==> config.mk <==
export PLATFORM = sky130hd
export DESIGN_NAME = warp_twolevel_sched
export DESIGN_NICKNAME = d
export VERILOG_FILES = /design/src/rtl/wsched_pkg.sv /design/src/rtl/wsched_rr_pick.sv /design/src/rtl/wsched_active_tbl.sv /design/src/rtl/wsched_promo_q.sv /design/src/rtl/warp_twolevel_sched.sv
export SDC_FILE = /design/constraint.sdc
export NUM_CORES = 1
export LEC_CHECK = 0
export ABC_CLOCK_PERIOD_IN_PS = 7200
export BUFFER_PORTS_ARGS = -buffer_cell sky130_fd_sc_hd__buf_4
export CORE_MARGIN = 4
export CORE_UTILIZATION = 55
export DETAILED_ROUTE_END_ITERATION = 7
export PLACE_DENSITY_LB_ADDON = 0.15
export SLEW_MARGIN = 20
export SYNTH_ARGS = -nofsm -noshare
export SYNTH_HDL_FRONTEND = slang
export SYNTH_HIERARCHICAL = 1
export SYNTH_SLANG_ARGS = --single-unit
==> constraint.sdc <==
create_clock -name clk -period 7.2 [get_ports clk]
set_input_delay 0.36 -clock clk [delete_from_list [all_inputs] [get_ports clk]]
set_output_delay 0.36 -clock clk [all_outputs]
set_load 0.03 [all_outputs]
==> src/rtl/wsched_pkg.sv <==
package wsched_pkg;

    localparam int unsigned WS_NUM_WARPS = 32;
    localparam int unsigned WS_NUM_SLOTS = 8;

    typedef enum logic [1:0] {
        WST_ACTIVE = 2'd0,
        WST_WAIT   = 2'd1,
        WST_QUEUED = 2'd2
    } wstate_e;

    function automatic int unsigned wrap_inc(input int unsigned v, input int unsigned n);
        return (v + 1 == n) ? 0 : v + 1;
    endfunction

endpackage

==> src/rtl/wsched_rr_pick.sv <==
module wsched_rr_pick #(
    parameter int unsigned N  = 8,
    parameter int unsigned IW = $clog2(N)
) (
    input  logic [N-1:0]  req,
    input  logic [IW-1:0] last,
    output logic          gnt_vld,
    output logic [IW-1:0] gnt_idx
);
    always_comb begin
        gnt_vld = 1'b0;
        gnt_idx = '0;
        for (int k = 1; k <= int'(N); k++) begin
            if (!gnt_vld && req[(int'(last) + k) % int'(N)]) begin
                gnt_vld = 1'b1;
                gnt_idx = IW'((int'(last) + k) % int'(N));
            end
        end
    end
endmodule

==> src/rtl/wsched_active_tbl.sv <==
module wsched_active_tbl #(
    parameter int unsigned NUM_SLOTS = 8,
    parameter int unsigned WID_W     = 5,
    parameter int unsigned SLOT_W    = $clog2(NUM_SLOTS)
) (
    input  logic                              clk,
    input  logic                              rst,
    input  logic                              clr_en,
    input  logic [SLOT_W-1:0]                 clr_idx,
    input  logic                              set_en,
    input  logic [WID_W-1:0]                  set_wid,
    output logic [NUM_SLOTS-1:0]              slot_vld,
    output logic [NUM_SLOTS-1:0][WID_W-1:0]   slot_wid,
    output logic                              free_vld,
    output logic [SLOT_W-1:0]                 free_idx
);
    // lowest free slot
    always_comb begin
        free_vld = 1'b0;
        free_idx = '0;
        for (int s = int'(NUM_SLOTS) - 1; s >= 0; s--) begin
            if (!slot_vld[s]) begin
                free_vld = 1'b1;
                free_idx = SLOT_W'(s);
            end
        end
    end

    generate
        for (genvar s = 0; s < NUM_SLOTS; s++) begin : g_slot
            always_ff @(posedge clk) begin
                if (rst) begin
                    slot_vld[s] <= 1'b1;
                    slot_wid[s] <= WID_W'(s);
                end else begin
                    if (clr_en && clr_idx == SLOT_W'(s)) begin
                        slot_vld[s] <= 1'b0;
                    end
                    if (set_en && free_idx == SLOT_W'(s)) begin
                        slot_vld[s] <= 1'b1;
                        slot_wid[s] <= set_wid;
                    end
                end
            end
        end
    endgenerate
endmodule

==> src/rtl/wsched_promo_q.sv <==
module wsched_promo_q
    import wsched_pkg::*;
#(
    parameter int unsigned DEPTH      = 32,
    parameter int unsigned DW         = 5,
    parameter int unsigned INIT_FIRST = 8,
    parameter int unsigned INIT_CNT   = 24
) (
    input  logic          clk,
    input  logic          rst,
    input  logic          push_en,
    input  logic [DW-1:0] push_data,
    input  logic          pop_en,
    output logic [DW-1:0] head,
    output logic          nonempty
);
    localparam int unsigned PW = $clog2(DEPTH);
    localparam int unsigned CW = $clog2(DEPTH + 1);

    logic [DW-1:0] mem [DEPTH];
    logic [PW-1:0] rd_ptr;
    logic [PW-1:0] wr_ptr;
    logic [CW-1:0] cnt;

    assign head     = mem[rd_ptr];
    assign nonempty = (cnt != '0);

    always_ff @(posedge clk) begin
        if (rst) begin
            for (int i = 0; i < int'(DEPTH); i++) begin
                mem[i] <= (i < int'(INIT_CNT)) ? DW'(int'(INIT_FIRST) + i) : '0;
            end
            rd_ptr <= '0;
            wr_ptr <= PW'(INIT_CNT % DEPTH);
            cnt    <= CW'(INIT_CNT);
        end else begin
            if (push_en) begin
                mem[wr_ptr] <= push_data;
                wr_ptr      <= PW'(wrap_inc(int'(wr_ptr), DEPTH));
            end
            if (pop_en) begin
                rd_ptr <= PW'(wrap_inc(int'(rd_ptr), DEPTH));
            end
            if (push_en && !pop_en) begin
                cnt <= cnt + CW'(1);
            end else if (!push_en && pop_en) begin
                cnt <= cnt - CW'(1);
            end
        end
    end
endmodule

==> src/rtl/warp_twolevel_sched.sv <==
module warp_twolevel_sched
    import wsched_pkg::*;
#(
    parameter int unsigned NUM_WARPS = WS_NUM_WARPS,
    parameter int unsigned NUM_SLOTS = WS_NUM_SLOTS,
    parameter int unsigned WID_W     = $clog2(NUM_WARPS)
) (
    input  logic                 clk,
    input  logic                 rst,
    input  logic [NUM_WARPS-1:0] warp_ready_i,
    input  logic                 issue_grant_i,
    input  logic                 issue_long_i,
    input  logic                 cmpl_valid_i,
    input  logic [WID_W-1:0]     cmpl_wid_i,
    output logic                 issue_valid_o,
    output logic [WID_W-1:0]     issue_wid_o,
    output logic                 desched_valid_o,
    output logic [WID_W-1:0]     desched_wid_o
);
    localparam int unsigned SLOT_W = $clog2(NUM_SLOTS);

    logic [NUM_SLOTS-1:0]            slot_vld;
    logic [NUM_SLOTS-1:0][WID_W-1:0] slot_wid;
    logic [NUM_SLOTS-1:0]            slot_req;
    logic                            free_vld;
    logic [SLOT_W-1:0]               free_idx;
    logic                            pick_vld;
    logic [SLOT_W-1:0]               pick_idx;
    logic [SLOT_W-1:0]               last_slot;
    logic [WID_W-1:0]                q_head;
    logic                            q_nonempty;
    wstate_e                         wstate [NUM_WARPS];

    logic issue_fire;
    logic demote;
    logic cmpl_ok;
    logic promote;

    generate
        for (genvar s = 0; s < NUM_SLOTS; s++) begin : g_req
            assign slot_req[s] = slot_vld[s] & warp_ready_i[slot_wid[s]];
        end
    endgenerate

    wsched_rr_pick #(.N(NUM_SLOTS), .IW(SLOT_W)) u_pick (
        .req     (slot_req),
        .last    (last_slot),
        .gnt_vld (pick_vld),
        .gnt_idx (pick_idx)
    );

    assign issue_valid_o = pick_vld;
    assign issue_wid_o   = slot_wid[pick_idx];

    assign issue_fire = pick_vld & issue_grant_i;
    assign demote     = issue_fire & issue_long_i;
    assign cmpl_ok    = cmpl_valid_i & (wstate[cmpl_wid_i] == WST_WAIT);
    assign promote    = free_vld & q_nonempty;

    wsched_active_tbl #(.NUM_SLOTS(NUM_SLOTS), .WID_W(WID_W), .SLOT_W(SLOT_W)) u_tbl (
        .clk      (clk),
        .rst      (rst),
        .clr_en   (demote),
        .clr_idx  (pick_idx),
        .set_en   (promote),
        .set_wid  (q_head),
        .slot_vld (slot_vld),
        .slot_wid (slot_wid),
        .free_vld (free_vld),
        .free_idx (free_idx)
    );

    wsched_promo_q #(
        .DEPTH      (NUM_WARPS),
        .DW         (WID_W),
        .INIT_FIRST (NUM_SLOTS),
        .INIT_CNT   (NUM_WARPS - NUM_SLOTS)
    ) u_q (
        .clk       (clk),
        .rst       (rst),
        .push_en   (cmpl_ok),
        .push_data (cmpl_wid_i),
        .pop_en    (promote),
        .head      (q_head),
        .nonempty  (q_nonempty)
    );

    always_ff @(posedge clk) begin
        if (rst) begin
            last_slot       <= SLOT_W'(NUM_SLOTS - 1);
            desched_valid_o <= 1'b0;
            desched_wid_o   <= '0;
        end else begin
            if (issue_fire) begin
                last_slot <= pick_idx;
            end
            desched_valid_o <= demote;
            if (demote) begin
                desched_wid_o <= issue_wid_o;
            end
        end
    end

    always_ff @(posedge clk) begin
        if (rst) begin
            for (int w = 0; w < int'(NUM_WARPS); w++) begin
                wstate[w] <= (w < int'(NUM_SLOTS)) ? WST_ACTIVE : WST_QUEUED;
            end
        end else begin
            if (demote) begin
                wstate[issue_wid_o] <= WST_WAIT;
            end
            if (cmpl_ok) begin
                wstate[cmpl_wid_i] <= WST_QUEUED;
            end
            if (promote) begin
                wstate[q_head] <= WST_ACTIVE;
            end
        end
    end
endmodule

==> results_dict.tcl, run 1 <==
set metrics [dict create \
    status "finished, final reports clean" \
    die_h_um 187 \
    grt_pass1_wl_um 77200 \
    final_cells 2017 \
    die-area_um2 35100 \
    drc_errors 0 \
    grt_pass1_vias 13600 \
    power-per-cell-area_nw_per_um2 384 \
    worstSetupPathType "flop to primary output" \
    avgSynthCellArea_um2 11.0 \
    grt_max_degree 67 \
    synth_nets 1662 \
    timing.rr.end "wstate[9][1]" \
    ctsHoldBuffers 0 \
    die_w_um 187 \
    vdd_drop_max_mv 0.495 \
    dp.cells 1952 \
    area_growth_pct 9.04 \
    yosysWarnings 6 \
    worstMarginPinSlew_ps 1070 \
    io_buffers 53 \
    final.setup_skew_ps 17.1 \
    fmax_mhz 150 \
    syn_area_um2 17700 \
    cts-root-buf "clkbuf_16" \
    viasPerCell 6.74 \
    globalplace.congestion 0.908 \
    ff2ff_setup_slack_ps 530 \
    period_needed_ps 6690 \
    cts_tree "built" \
    hpwl_um 33100 \
    max_cap_violations 0 \
    final-hold-violation-count 0 \
    fin_setup_tns_ps 0 \
    slew_headroom 0.284 \
    startpoint_type "flop" \
    drv_slew 0 \
    min_path_type "input pin to flop" \
    antenna_found_initial 0 \
    cp-end-kind "primary output" \
    drtIter0Drc 1409 \
    clkSlewWorstSetupHoldPaths_ps 60 \
    setup-violations-final 0 \
    drive_above_1_share 0.179 \
    cts_sinks 302 \
    track_usage 0.275 \
    syn_inst 1607 \
    crit_arrival_ps 6330 \
    post_cts_buffers 0 \
    r2r-start "u_tbl/slot_wid[25]" \
    worst_r2r_path_depth 14 \
    fin_total_pwr_w 0.00741 \
    first_pass_iters 6 \
    rsz0062_at_grt "false" \
    drt-total-wl_um 49000 \
    initial_core_util 0.560 \
    ios 54 \
    cts_buffers 35 \
    htreeDepth 2 \
    crit_required_ps 6840 \
    cts_resized 0 \
    wl_per_cell_um 24.3 \
    cts_buffer_depth 3 \
    rows 65 \
    crit_fanout 16 \
    core_um2 31600 \
    worstSetupEndpoint "issue_wid_o[0]" \
    gr-total-overflow 0 \
    startpoint "u_tbl/slot_wid[25]" \
    whs_ps 127 \
    fin_crit_sh 0.929 \
    nets 1642 \
    vias 13600 \
    ant_nets 0 \
    total_leakage_power_nw 6.28 \
    insertion_delay_ps 530 \
]
==> critical path, stage by stage (launching register included) <==
cell	delay, ps
dfxtp_1	670
mux4_2	580
mux4_2	480
mux2i_1	190
nor2b_1	110
mux4_1	620
mux2_1	360
or4_1	640
nor2_1	160
nand3_1	110
a31oi_2	180
buf_4	290
mux4_2	550
mux2i_2	490
inv_2	160
buf_4	210
==> state kept, by name (all words and copies together) (netlist names), named ones only <==
signal / flops
last_slot: 3
u_tbl/slot_vld: 8
u_q/wr_ptr: 5
desched_valid_o: 1
u_q/mem: 160
desched_wid_o: 5
wstate: 64
u_q/rd_ptr: 5
u_q/cnt: 6
u_tbl/slot_wid: 40
==> through the flow <==
| step | utilization | instance area (um2) | setup WS (ps) |
|---|---|---|---|
| after floorplan | - | 17700 | 1250 |
| after global placement | 0.574 | 18200 | 619 |
| after detailed placement | 0.574 | 18200 | 431 |
| after CTS | 0.610 | 19300 | 439 |
| after global routing | 0.610 | 19300 | 28.4 |
| final | 0.611 | 19300 | 515 |
==> worst min path at each step <==
stage / startpoint / endpoint / slack (ps) / cells past startpoint
finish: issue_grant_i / last_slot[0] / 130 / 3
global route: issue_grant_i / last_slot[1] / 150 / 3
CTS: issue_grant_i / last_slot[0] / 120 / 3
detailed placement: wstate[5][1] / wstate[5][1] / 460 / 2
global placement: wstate[5][1] / wstate[5][1] / 450 / 2
floorplan: wstate[5][1] / wstate[5][1] / 440 / 2
==> layer usage <==
| metal | GRT usage | part of all wire | vias to the layer above |
|---|---|---|---|
| li1 | - | - | 6140 |
| met1 | 0.364 | 0.40 | 6689 |
| met2 | 0.456 | 0.49 | 604 |
| met3 | 0.0439 | 0.072 | 160 |
| met4 | 0.112 | 0.043 | 0 |
| met5 | 0 | 0 | - |
==> layout make-up <==
type	instances	area [um2]
Fill cell	2645	12300
Multi-Input combinational cell	1148	9370
Sequential cell	302	7650
Clock buffer	45	933
Timing Repair Buffer	73	548
Tap cell	402	503
Clock inverter	19	210
Inverter	27	101
Antenna cell	1	2.50
==> where the power goes <==
part | total, W | leakage [nW] | internal (W) | switching (W)
registers | 0.00212 | 2.56 | 0.00194 | 0.000176
clock network | 0.00175 | 0.558 | 0.00104 | 0.000715
logic | 0.00354 | 3.16 | 0.00138 | 0.00216
==> placed cells by master (no fill, tap or decap), types with 15 or more instances in the layout <==
| master | instances |
|---|---|
| buf_4 | 73 |
| mux4_1 | 15 |
| a21oi_1 | 74 |
| mux4_2 | 110 |
| o21ai_1 | 35 |
| nor3_1 | 100 |
| mux2i_1 | 98 |
| inv_1 | 21 |
| edfxtp_1 | 160 |
| or3_1 | 17 |
| clkbuf_16 | 35 |
| nor2b_1 | 22 |
| nand4_1 | 17 |
| nand2_1 | 157 |
| o21ai_0 | 22 |
| nand2b_1 | 24 |
| nand3_1 | 65 |
| dfxtp_1 | 141 |
| nor2_1 | 122 |
Power figures use the tool's default switching activity.
==> run 2: changes to the inputs <==
- CELL_PAD_IN_SITES_DETAIL_PLACEMENT: not set -> 0
- CELL_PAD_IN_SITES_GLOBAL_PLACEMENT: not set -> 1
- CORE_UTILIZATION: 55 -> 51
- SYNTH_HIERARCHICAL: 1 -> not set
==> run 2 against run 1 <==
Cell count is 3.9% higher; sequential power is 8% higher; global-route usage is 1.9 points higher; total power is 29% higher; critical path depth stayed put; non-clock buffer count is 1 higher; largest cell class unchanged; sequential cell count stayed put; utilization is 3.9 points lower; wire length is 10% higher.
==> results_dict.tcl, run 2 <==
set metrics [dict create \
    status "finished, final reports clean" \
    busiest_layer "met2" \
    synth-seq-cells 302 \
    yosysWarnings 0 \
    vias 14100 \
    multi_input_area_um2 9060 \
    slowest_stage "o31ai_1" \
    crit_top_cell "mux4_2" \
    viasPerCell 6.70 \
    hpwl_um 36800 \
    grt_pass1_wl_um 83300 \
    final.setup_skew_ps 36.3 \
    yosysMostFrequentCell "nand2_1" \
    antenna_found_initial 0 \
    startpoint_type "flop" \
    critPathTopFamily "compound AO/OA/AOI/OAI gates" \
    vdd_drop_max_mv 0.529 \
    cts-root-buf "clkbuf_16" \
    fillCellCount 2908 \
    slew_headroom 0.282 \
    total_leakage_power_nw 6.37 \
    track_usage 0.294 \
    fin_setup_tns_ps 0 \
    crit_arrival_ps 6890 \
    crit_required_ps 7620 \
    yosysSeqAreaShare 0.441 \
    clkSlewWorstSetupHoldPaths_ps 60 \
    gr-total-overflow 0 \
    die-area_um2 37100 \
    crit_chain "mux4_2 > mux4_2 > o22a_1 > and3_1 > mux4_2 > mux2i_4 > nand4_4 > o31ai_1 > nor2_2 > o211ai_1 > a31oi_1 > a31oi_1 > nand3_1 > or3_1 > a221oi_1" \
    cts_buffers 34 \
    most-common-layout-cells "nand2_1 (275), nor2_1 (199), edfxtp_1 (160)" \
    ant_nets 0 \
    netlist_top_cells_area "edfxtp_1 (28%), mux4_2 (19%), dfxtp_1 (16%)" \
    die_h_um 193 \
    antennaDiodeCount 0 \
    use_met2 0.467 \
    synthTopCellsByCount "nand2_1 (275), nor2_1 (200), edfxtp_1 (160)" \
    htreeDepth 2 \
    fmax_mhz 154 \
    globalplace.congestion 0.965 \
    ys_types 80 \
    final_common_cell "nand2_1" \
    worstSetupPathType "flop to flop" \
    ff2ff_setup_slack_ps 730 \
    max_cap_violations 0 \
    wl_per_cell_um 25.7 \
    grt_util_met1 0.417 \
    post_cts_buffers 0 \
    grt_pass1_vias 13700 \
    worstMarginPinSlew_ps 1070 \
    cp-end-kind "flop" \
    setup-violations-final 0 \
    synth_nets 1691 \
    synth_area_leader_cell "edfxtp_1" \
    power-per-cell-area_nw_per_um2 501 \
    area_growth_pct 10.3 \
    drv_slew 0 \
    async_flop_share 0 \
    rows 67 \
    grt_max_degree 83 \
    drc_errors 0 \
    cts_resized 0 \
    seqCellArea_um2 7650 \
    nets 1679 \
    synthFlopType "edfxtp_1" \
    syn_area_um2 17400 \
    io_buffers 53 \
    cts_tree "built" \
    met3_usage 0.0478 \
    rsz0062_at_grt "false" \
    syn_inst 1636 \
    insertion_delay_ps 530 \
    regMostFlops "u_q.mem" \
    reg_top3 "u_q.mem x160, wstate x64, u_tbl.slot_wid x40" \
    period_needed_ps 6470 \
    drive_above_1_share 0.192 \
    avgSynthCellArea_um2 10.6 \
    first_pass_iters 5 \
    max_stage_delay_ps 730 \
    largest_reg_flops 160 \
    min_path_type "input pin to flop" \
    ios 54 \
    drtIter0Drc 1636 \
    fin_crit_sh 0.899 \
    initial_core_util 0.518 \
    synth_edf_count 160 \
    critPathBufInv 0 \
    fin_util 0.571 \
    drt-total-wl_um 53900 \
    ctsHoldBuffers 0 \
    die_w_um 193 \
    cts_buffer_depth 3 \
    fin_total_pwr_w 0.00959 \
    crit_fanout 15 \
    final-hold-violation-count 0 \
    core_um2 33500 \
    synth_top_area_frac 0.277 \
    cts_sinks 302 \
]
run 2: cells by family after synthesis:
family,synth area share
AND/OR/NAND/NOR,0.175
flip-flops,0.441
AO/OA/AOI/OAI,0.113
multiplexers,0.214
buffers and inverters,0.0377
XOR/XNOR,0.00908
adder cells (fa/ha/maj),0.00980
run 2: final timing paths:
| kind | from | cells after the start | to |
|---|---|---|---|
| worst min register to register | wstate[3][0] | 2 | wstate[3][0] |
| worst max register to register | u_tbl.slot_wid[1] | 15 | wstate[10][0] |
| worst max-delay path | u_tbl.slot_wid[1] | 15 | wstate[10][0] |
| worst min-delay path | rst | 2 | u_q.wr_ptr[0] |
run 2: power breakdown:
part,internal [W],switching [W]
clock,0.00108,0.000715
sequential,0.00199,0.000295
combinational,0.00182,0.00368
total,0.00490,0.00469
run 2: area by class of cell:
type | count | share of cell area
clock inverter | 16 | 0.0108
inverter | 43 | 0.00843
clock buffer | 44 | 0.0497
multi-input combinational | 1169 | 0.473
tap | 448 | 0.0293
timing repair buffer | 74 | 0.0290
sequential | 302 | 0.399
run 2: per-layer routing:
layer | routed length [um] | vias to the layer above
li1 | - | 6155
met1 | 21400 | 6887
met2 | 25000 | 867
met3 | 5650 | 141
met4 | 1840 | 0
met5 | 0 | -
run 2: metrics by stage:
step                      hold slack (ps)  setup WS, ps  std cells  cell area [um2]
final                                 316           727       2096            19200
after global routing                  351           388       2096            19200
after global placement                461          1230       2036            18000
after CTS                             294           849       2096            19200
after floorplan                       445          1930       1636            17400
after detailed placement              465           966       2036            18000
==> run 3: changes to the inputs <==
- ABC_AREA: not set -> 1
- CORE_UTILIZATION: 51 -> 47
==> run 3 against run 2 <==
Cell count rose by 41%; count of clock-buffer cells in the layout up 9; global-route usage is 1.1 points lower; cell area up 0.92%; critical path depth is 3 higher; highest routed layer unchanged.
==> results_dict.tcl, run 3 <==
set metrics [dict create \
    antenna_found_initial 0 \
    dp_slack_ps 2290 \
    grt_pass1_wl_um 92500 \
    ctsHoldBuffers 0 \
    cts_buffers 37 \
    ant_nets 0 \
    final.setup_skew_ps 15.2 \
    htreeDepth 2 \
    vdd_drop_max_mv 0.259 \
    clkSlewWorstSetupHoldPaths_ps 60 \
    core_um2 36900 \
    total_leakage_power_nw 7.61 \
    largest_reg_flops 160 \
    setup-violations-final 0 \
    yosysWarnings 0 \
    yosysMostFrequentCell "nand2_1" \
    final_common_cell "nand2_1" \
    io_buffers 53 \
    crit_top_cell "nand2_1" \
    period_needed_ps 5400 \
    drc_errors 0 \
    max_stage_delay_ps 650 \
    final-hold-violation-count 0 \
    netlist_top_cells_area "edfxtp_1 (27%), dfxtp_1 (16%), nand2_1 (15%)" \
    cts_buffer_depth 3 \
    most-common-layout-cells "nand2_1 (713), nor2_1 (307), nand3_1 (299)" \
    synth-seq-cells 302 \
    cts_sinks 302 \
    crit_required_ps 6840 \
    cts_tree "built" \
    fin_setup_tns_ps 0 \
    min_path_type "input pin to flop" \
    vias 17000 \
    area_growth_pct 9.48 \
    ios 54 \
    reg_top3 "u_q.mem x160, wstate x64, u_tbl.slot_wid x40" \
    async_flop_share 0 \
    viasPerCell 5.77 \
    track_usage 0.283 \
    avgSynthCellArea_um2 7.20 \
    synthFlopType "edfxtp_1" \
    slew_headroom 0.345 \
    regMostFlops "u_q.mem" \
    fin_crit_sh 0.751 \
    slowest_stage "ha_1" \
    setup_slack_ps 1800 \
    gr-total-overflow 0 \
    drv_slew 0 \
    synth_nets 2508 \
    worstSetupPathType "flop to primary output" \
    ys_types 53 \
    first_pass_iters 5 \
    wl_per_cell_um 20.0 \
    syn_area_um2 17700 \
    fmax_mhz 185 \
    cts_resized 0 \
    die_h_um 202 \
    initial_core_util 0.479 \
    synthTopCellsByCount "nand2_1 (713), nor2_1 (308), nand3_1 (299)" \
    hpwl_um 39700 \
    insertion_delay_ps 540 \
    crit_chain "clkinv_1 > ha_1 > inv_1 > nand3_1 > and2_1 > nor2_2 > nor2_4 > inv_2 > nor2_8 > nand4_4 > nand3_2 > nand2_2 > o21ai_1 > nand2_1 > nand2_1 > nand2_1 > nand2_4 > buf_4" \
    power-per-cell-area_nw_per_um2 404 \
    synth_area_leader_cell "edfxtp_1" \
    cp-end-kind "primary output" \
    drive_above_1_share 0.0806 \
    globalplace.congestion 0.903 \
    cts-root-buf "clkbuf_16" \
    rows 70 \
    synth_top_area_frac 0.272 \
    crit_fanout 32 \
    antennaDiodeCount 0 \
    yosysSeqAreaShare 0.433 \
    synth_edf_count 160 \
    worstMarginPinSlew_ps 975 \
    post_cts_buffers 0 \
    startpoint_type "flop" \
    crit_arrival_ps 5040 \
    die-area_um2 40700 \
    grt_pass1_vias 16200 \
    drt-total-wl_um 58900 \
    nets 2471 \
    grt_max_degree 81 \
    max_cap_violations 0 \
    status "finished, final reports clean" \
    drtIter0Drc 1902 \
    die_w_um 202 \
    syn_inst 2453 \
    rsz0062_at_grt "false" \
]
[run 3: kinds of logic after synthesis]
family	share of synthesized area
AND/OR/NAND/NOR	0.333
AO/OA/AOI/OAI	0.137
buffers and inverters	0.0824
flip-flops	0.433
adder cells (fa/ha/maj)	0.00964
XOR/XNOR	0.00397
[run 3: path summary, 6_finish.rpt]
kind,slack (ps),end,startpoint,cells past startpoint
min reg2reg,460,wstate[13][1],wstate[13][1],2
min,240,u_tbl.slot_vld[7],issue_long_i,4
max reg2reg,2200,wstate[13][1],last_slot[0],20
max,1800,issue_wid_o[2],last_slot[0],18
[run 3: stage by stage]
stage | cell area [um2] | cells | utilization | hold slack, ps | power [W]
final | 19300 | 2949 | 0.524 | 241 | 0.00781
after floorplan | 17700 | 2453 | - | 438 | 0.00486
after detailed placement | 18100 | 2881 | 0.491 | 451 | 0.00590
after global routing | 19300 | 2949 | 0.524 | 262 | 0.00830
after global placement | 18100 | 2881 | 0.491 | 449 | 0.00588
after CTS | 19300 | 2949 | 0.524 | 229 | 0.00779
[run 3: cell type report]
cell class,count,area (um2)
Sequential cell,302,7650
Timing Repair Buffer,74,556
Fill cell,3621,17500
Tap cell,504,631
Multi-Input combinational cell,1818,8550
Clock inverter,15,176
Clock buffer,53,1060
Inverter,183,704
[run 3: where the power goes]
group | switching [W] | total, W | internal (W)
Combinational | 0.00284 | 0.00383 | 0.000988
Clock | 0.000748 | 0.00189 | 0.00114
Sequential | 0.000151 | 0.00209 | 0.00194
[run 3: critical path, delay by kind of cell (launching register included)]
kind / cells / cell delay (ps)
flip-flops: 1 / 570
buffers and inverters: 4 / 880
AO/OA/AOI/OAI: 1 / 310
adder cells (fa/ha/maj): 1 / 650
AND/OR/NAND/NOR: 12 / 2090
[run 3: routing by layer]
metal	vias up	GRT usage	part of all wire
met5	-	0	0
met4	0	0.0835	0.026
met3	118	0.0449	0.085
met2	749	0.440	0.45
met1	7974	0.410	0.44
li1	8169	-	-
